===== src/rtl/quad_parity_fix.sv =====
module quad_parity_fix #(
  parameter int N = 8
) (
  input  logic                   clk,
  input  logic                   rst_n,
  input  logic                   rd_en,
  input  logic [N*N+2*N:0]       rd_line,
  input  logic [$clog2(N/2)-1:0] rd_row,
  input  logic [$clog2(N/2)-1:0] rd_col,
  input  logic [N*N-1:0]         wr_data,
  output logic [2*N:0]           wr_par,
  output logic                   rd_vld,
  output logic [3:0]             rd_bits,
  output logic [3:0]             rd_fix,
  output logic                   par_err,
  output logic                   hv_err
);
  localparam int D  = N * N;
  localparam int LW = D + 2 * N + 1;
  localparam int CW = $clog2(N);

  logic [N-1:0] syn_h, syn_v, gen_h, gen_v;

  for (genvar g = 0; g < N; g++) begin : g_line
    logic [N-1:0] col_rd, col_wr;
    for (genvar r = 0; r < N; r++) begin : g_col
      assign col_rd[r] = rd_line[r*N+g];
      assign col_wr[r] = wr_data[r*N+g];
    end
    assign syn_h[g] = ^rd_line[g*N +: N] ^ rd_line[D+g];
    assign syn_v[g] = ^col_rd ^ rd_line[D+N+g];
    assign gen_h[g] = ^wr_data[g*N +: N];
    assign gen_v[g] = ^col_wr;
  end

  assign wr_par = {^{gen_v, gen_h}, gen_v, gen_h};

  logic [CW-1:0] r_up, r_dn, c_lf, c_rt;
  assign r_up = CW'(rd_row);
  assign c_lf = CW'(rd_col);
  assign r_dn = CW'(N - 1) - r_up;
  assign c_rt = CW'(N - 1) - c_lf;

  logic s_hu, s_hd, s_vl, s_vr;
  assign s_hu = syn_h[r_up];
  assign s_hd = syn_h[r_dn];
  assign s_vl = syn_v[c_lf];
  assign s_vr = syn_v[c_rt];

  logic [3:0] raw, fix;
  assign raw = {rd_line[int'(r_dn)*N + int'(c_rt)], rd_line[int'(r_dn)*N + int'(c_lf)],
                rd_line[int'(r_up)*N + int'(c_rt)], rd_line[int'(r_up)*N + int'(c_lf)]};
  assign fix = {s_hd & s_vr, s_hd & s_vl, s_hu & s_vr, s_hu & s_vl};

  logic one_axis, hv_bad;
  assign one_axis = (s_hu | s_hd) ^ (s_vl | s_vr);
  assign hv_bad   = ^rd_line[LW-1:D];

  always_ff @(posedge clk or negedge rst_n) begin
    if (!rst_n) begin
      rd_vld  <= 1'b0;
      rd_bits <= '0;
      rd_fix  <= '0;
      par_err <= 1'b0;
      hv_err  <= 1'b0;
    end else begin
      rd_vld <= rd_en;
      if (rd_en) begin
        rd_bits <= raw ^ fix;
        rd_fix  <= fix;
        par_err <= one_axis;
        hv_err  <= hv_bad;
      end
    end
  end
endmodule


===== config.mk =====
export PLATFORM = sky130hd
export DESIGN_NAME = quad_parity_fix
export DESIGN_NICKNAME = d
export VERILOG_FILES = /design/src/rtl/quad_parity_fix.sv
export SDC_FILE = /design/constraint.sdc
export NUM_CORES = 1
export LEC_CHECK = 0
export BUFFER_PORTS_ARGS = -buffer_cell sky130_fd_sc_hd__buf_2
export CAP_MARGIN = 10
export CORE_MARGIN = 3
export CORE_UTILIZATION = 48
export DETAILED_ROUTE_END_ITERATION = 10
export PLACE_DENSITY = 0.8
export SETUP_SLACK_MARGIN = 0.05
export SYNTH_ARGS = -nofsm -noshare
export SYNTH_HDL_FRONTEND = slang
export SYNTH_SLANG_ARGS = --single-unit

===== constraint.sdc =====
create_clock -name clk -period 2 [get_ports clk]
set_input_delay 0.4 -clock clk [delete_from_list [all_inputs] [get_ports clk]]
set_output_delay 0.4 -clock clk [all_outputs]
set_load 0.1 [all_outputs]

==> results.toml, run 1 <==
[logic_synthesis]
synth-async-reset-ratio_pct = 100
syn_nets = 498
ys_ff_latch = 11
ys_seq_area_share_pct = 7.68
syn_inst = 346
yosys_most_used_dff = "dfrtp_1"
yosys_warnings = 0
netlist_area_mm2 = 0.00358
synth_edf_count = 0
synth_cell_type_count = 29
synth_area_per_cell_um2 = 10.4

[clock_network]
cts_buffers = 3
cts_root_buf = "clkbuf_8"
numClockSinks = 11
cts_max_level = 1
cts_resized = 150
clockBufferDepth = 2
cts_hold_buf = 0
post_cts_buffers = 12

[die]
dieHeight_um = 92.4
fp.dieW_um = 92.4
pin_count = 180
rows = 30
initial_core_util_pct = 51.1

[place]
hpwlAfterDp_um = 11400
routabilityCongestion = 0.873
post-place-cells = 708
io_buffers = 179

[outcome]
outcome = "did not finish"
firstError = "[ERROR DPL-0038] Utilization greater than 100%, impossible to legalize"
flow.stopped_at = "clock tree synthesis (4_1_cts)"
[cell families after synthesis]
logic type | count (synthesis) | share of synthesized area (%)
XOR/XNOR | 255 | 68.4
AO/OA/AOI/OAI | 27 | 5.10
buffers and inverters | 9 | 1.22
flip-flops | 11 | 7.68
multiplexers | 25 | 14.9
AND/OR/NAND/NOR | 19 | 2.62
[through the flow]
step | worst slack (ns) | setup TNS [ns] | cell area, µm² | hold WS [ns]
after detailed placement | -0.752 | -4.02 | 6150 | 0.271
after floorplan | -0.970 | -1.05 | 4180 | 0.104
after global placement | -0.726 | -3.39 | 6150 | 0.271
[synthesized netlist by cell type, types with 2 or more instances]
master      n  share of area, %
mux4_2     11               6.9
mux4_1      9               6.6
xor2_1     48                12
or3_1       4              0.70
o211ai_1    2              0.42
nor3_1      4              0.56
nor2b_1     2              0.35
clkbuf_1    4              0.42
o21ai_1     3              0.42
a31oi_1     5              0.87
o21ai_0     3              0.42
nor2_1      7              0.73
a21o_1      5               1.0
dfrtp_1    11               7.7
mux2i_1     4               1.1
xnor3_1    16                10
a22oi_1     2              0.42
o21a_1      3              0.63
buf_2       2              0.28
xnor2_1   191                47
inv_1       2              0.21
==> inputs of run 2 (changes only) <==
--- a/config.mk
+++ b/config.mk
@@ -8,10 +8,9 @@
 export BUFFER_PORTS_ARGS = -buffer_cell sky130_fd_sc_hd__buf_2
 export CAP_MARGIN = 10
 export CORE_MARGIN = 3
-export CORE_UTILIZATION = 48
+export CORE_UTILIZATION = 35
 export DETAILED_ROUTE_END_ITERATION = 10
-export PLACE_DENSITY = 0.8
-export SETUP_SLACK_MARGIN = 0.05
+export PLACE_DENSITY_LB_ADDON = 0.15
 export SYNTH_ARGS = -nofsm -noshare
 export SYNTH_HDL_FRONTEND = slang
 export SYNTH_SLANG_ARGS = --single-unit
==> results.toml, run 2 <==
[grt]
grt_max_degree = 14
grt_remaining_overflow = 0
grt_pass1_wl_um = 21300
track_usage_pct = 24.0
grt_pass1_vias = 4094
antenna_found_initial = 0

[logic_synthesis]
synth_top_area_share_pct = 46.7
synth_common_cells = "191 x xnor2_1, 48 x xor2_1, 16 x xnor3_1"
synth-async-reset-ratio_pct = 100
synth_area_per_cell_um2 = 10.4
yosys_most_used_dff = "dfrtp_1"
synth_xor_area_share_pct = 68.4
synth_compound_area_share_pct = 5.10
synth_top_family_by_area = "XOR/XNOR gates"
ys_ff_latch = 11
yosys_warnings = 0
synth_cell_type_count = 29
ys_seq_area_share_pct = 7.68
netlist_area_mm2 = 0.00358
syn_nets = 498
synthSimpleGateAreaFrac_pct = 2.62
synth_fa_ha_area_share_pct = 0
syn_inst = 346
synth_edf_count = 0
post-synth-top-count-cell = "xnor2_1"
synthTopCellsByArea = "xnor2_1 47%, xor2_1 12%, xnor3_1 10%"
yosysTopAreaCell = "xnor2_1"
synthMuxAreaShare_pct = 14.9

[setup_path]
reg2regPathDepth = 1
rrSetupSlack_ns = 1.26
cp_data_arrival_time_ns = 2.25
crit_fanout = 2
worstPathRequired_ns = 1.60
crit_type = "primary input to output pin"
critPathCaptureType = "output pin"
cp-start-kind = "primary input"

[place]
post-place-cells = 773
hpwlAfterDp_um = 10600
place_ws_ns = -0.774
io_buffers = 179
routabilityCongestion = 0.840

[finish]
fillers = 600
antenna_cells = 0
area_delta_synth_final_pct = 116
fin_util_pct = 78.5
layout-drive-gt1-share_pct = 72.2
mostFrequentLayoutCells = "127 x buf_2, 108 x buf_4, 76 x xnor2_1"
final_common_cell = "buf_2"
final_cells = 778
reg_top3 = "rd_bits x4, rd_fix x4"
final_nets = 798

[die]
rows = 36
fp.dieW_um = 107
dieHeight_um = 107
initial_core_util_pct = 36.3
pin_count = 180
core_mm2 = 0.00986
die-area_mm2 = 0.0115

[clock_network]
cts_max_level = 1
clockBufferDepth = 2
cts_root_buf = "clkbuf_8"
cts_buffers = 3
cts_tree = "yes"
clock_latency_ns = 0.24
numClockSinks = 11
clk_pin_slew_ns = 0.05

[pwr]
p_leak_nw = 3.54
power.density_mw_per_mm2 = 1180
fin_total_pwr_w = 0.00912
ir_worst_vdd_uv = 3680

[job]
cap_violations = 0

[outcome]
violations = "setup timing"
outcome = "finished with violations"

[routing]
wire_per_inst_um = 18.4
wirelength_um = 14300
ant_nets = 0
drt_iter0_drc = 112
drcViolationCount = 0
first_pass_iters = 4
viasPerCell = 4.78
vias = 3721

[sta]
slew_violations = 0
worst_pin_slew_ns = 0.504
hold_violations = 0
fin_crit_ns = 2.65
holdWs_ns = 0.0202
fin_ws_ns = -0.649
setup_viol = 6
slew_headroom_pct = 66.7
finalCritPeriodShare_pct = 132
skew_ns = 0
grt_setup_unrepaired = "yes"
fmax_mhz = 378

[hold_path]
hold_path_class = "primary input to async pin"
-- run 2: cell counts after synthesis --
No cell type changed its count.
-- run 2: kinds of logic (layout without fill, tap and decap cells) --
family,Yosys count,after routing
xor+xnor,255,255
simple gates,19,19
compound gates,27,27
mux,25,25
buf+inv,9,308
flops,11,11
-- run 2: metal layers --
layer  wire (µm)  share of wire [%]  GRT usage (%)  vias to the layer above
met5           0                  0              0                        -
met4         487                3.4           5.84                        0
met3         923                6.4           2.83                       33
met2        7790                 54           47.5                      164
met1        5120                 36           27.0                     1762
li1            -                  -              -                     1762
-- run 2: report_power, final --
group          total (W)  switching, W  internal, W  leakage [nW]
combinational    0.00856       0.00481      0.00375          3.39
clock           0.000219     0.0000797     0.000140        0.0228
sequential      0.000342     0.0000417     0.000300         0.131
-- run 2: area by class of cell --
type	instances	area (µm²)	share of cell area [%]
Inverter	2	7.51	0.0970
Tap cell	133	166	2.15
Clock buffer	4	45.0	0.582
Sequential cell	11	275	3.56
Timing Repair Buffer	302	2420	31.3
Multi-Input combinational cell	326	4820	62.3
-- run 2: repair_timing --
item                                    4_1_cts  5_1_grt
endpoints found under the setup margin        7       15
resized for setup                           146       61
buffers inserted                              5        6
hold buffers                                  0        0
cloned                                        1        0
pin swaps                                    82       35
-- run 2: critical path, stage by stage --
cell     delay, ns
buf_8         0.10
buf_6         0.11
xor2_2        0.18
xnor2_2       0.34
xnor2_4       0.13
xnor2_2       0.17
xnor2_2       0.16
xnor2_2       0.28
xnor2_4       0.17
buf_12        0.20
-- run 2: worst paths after layout --
path,end,from
setup reg to reg,hv_err,hv_err
setup / recovery,wr_par[16],wr_data[51]
hold reg to reg,rd_fix[1],rd_fix[1]
max in group asynchronous,rd_bits[2],rst_n
min in group clk,rd_vld,rd_en
hold / removal,rd_fix[1],rst_n
-- run 2: metrics by stage --
step	setup TNS (ns)	cell area [µm²]
global placement	-3.33	6370
floorplan	-1.05	4180
CTS	-0.570	7370
global route	-1.58	7740
detailed placement	-3.76	6370
finish	-0.958	7740
Power figures use the tool's default switching activity.
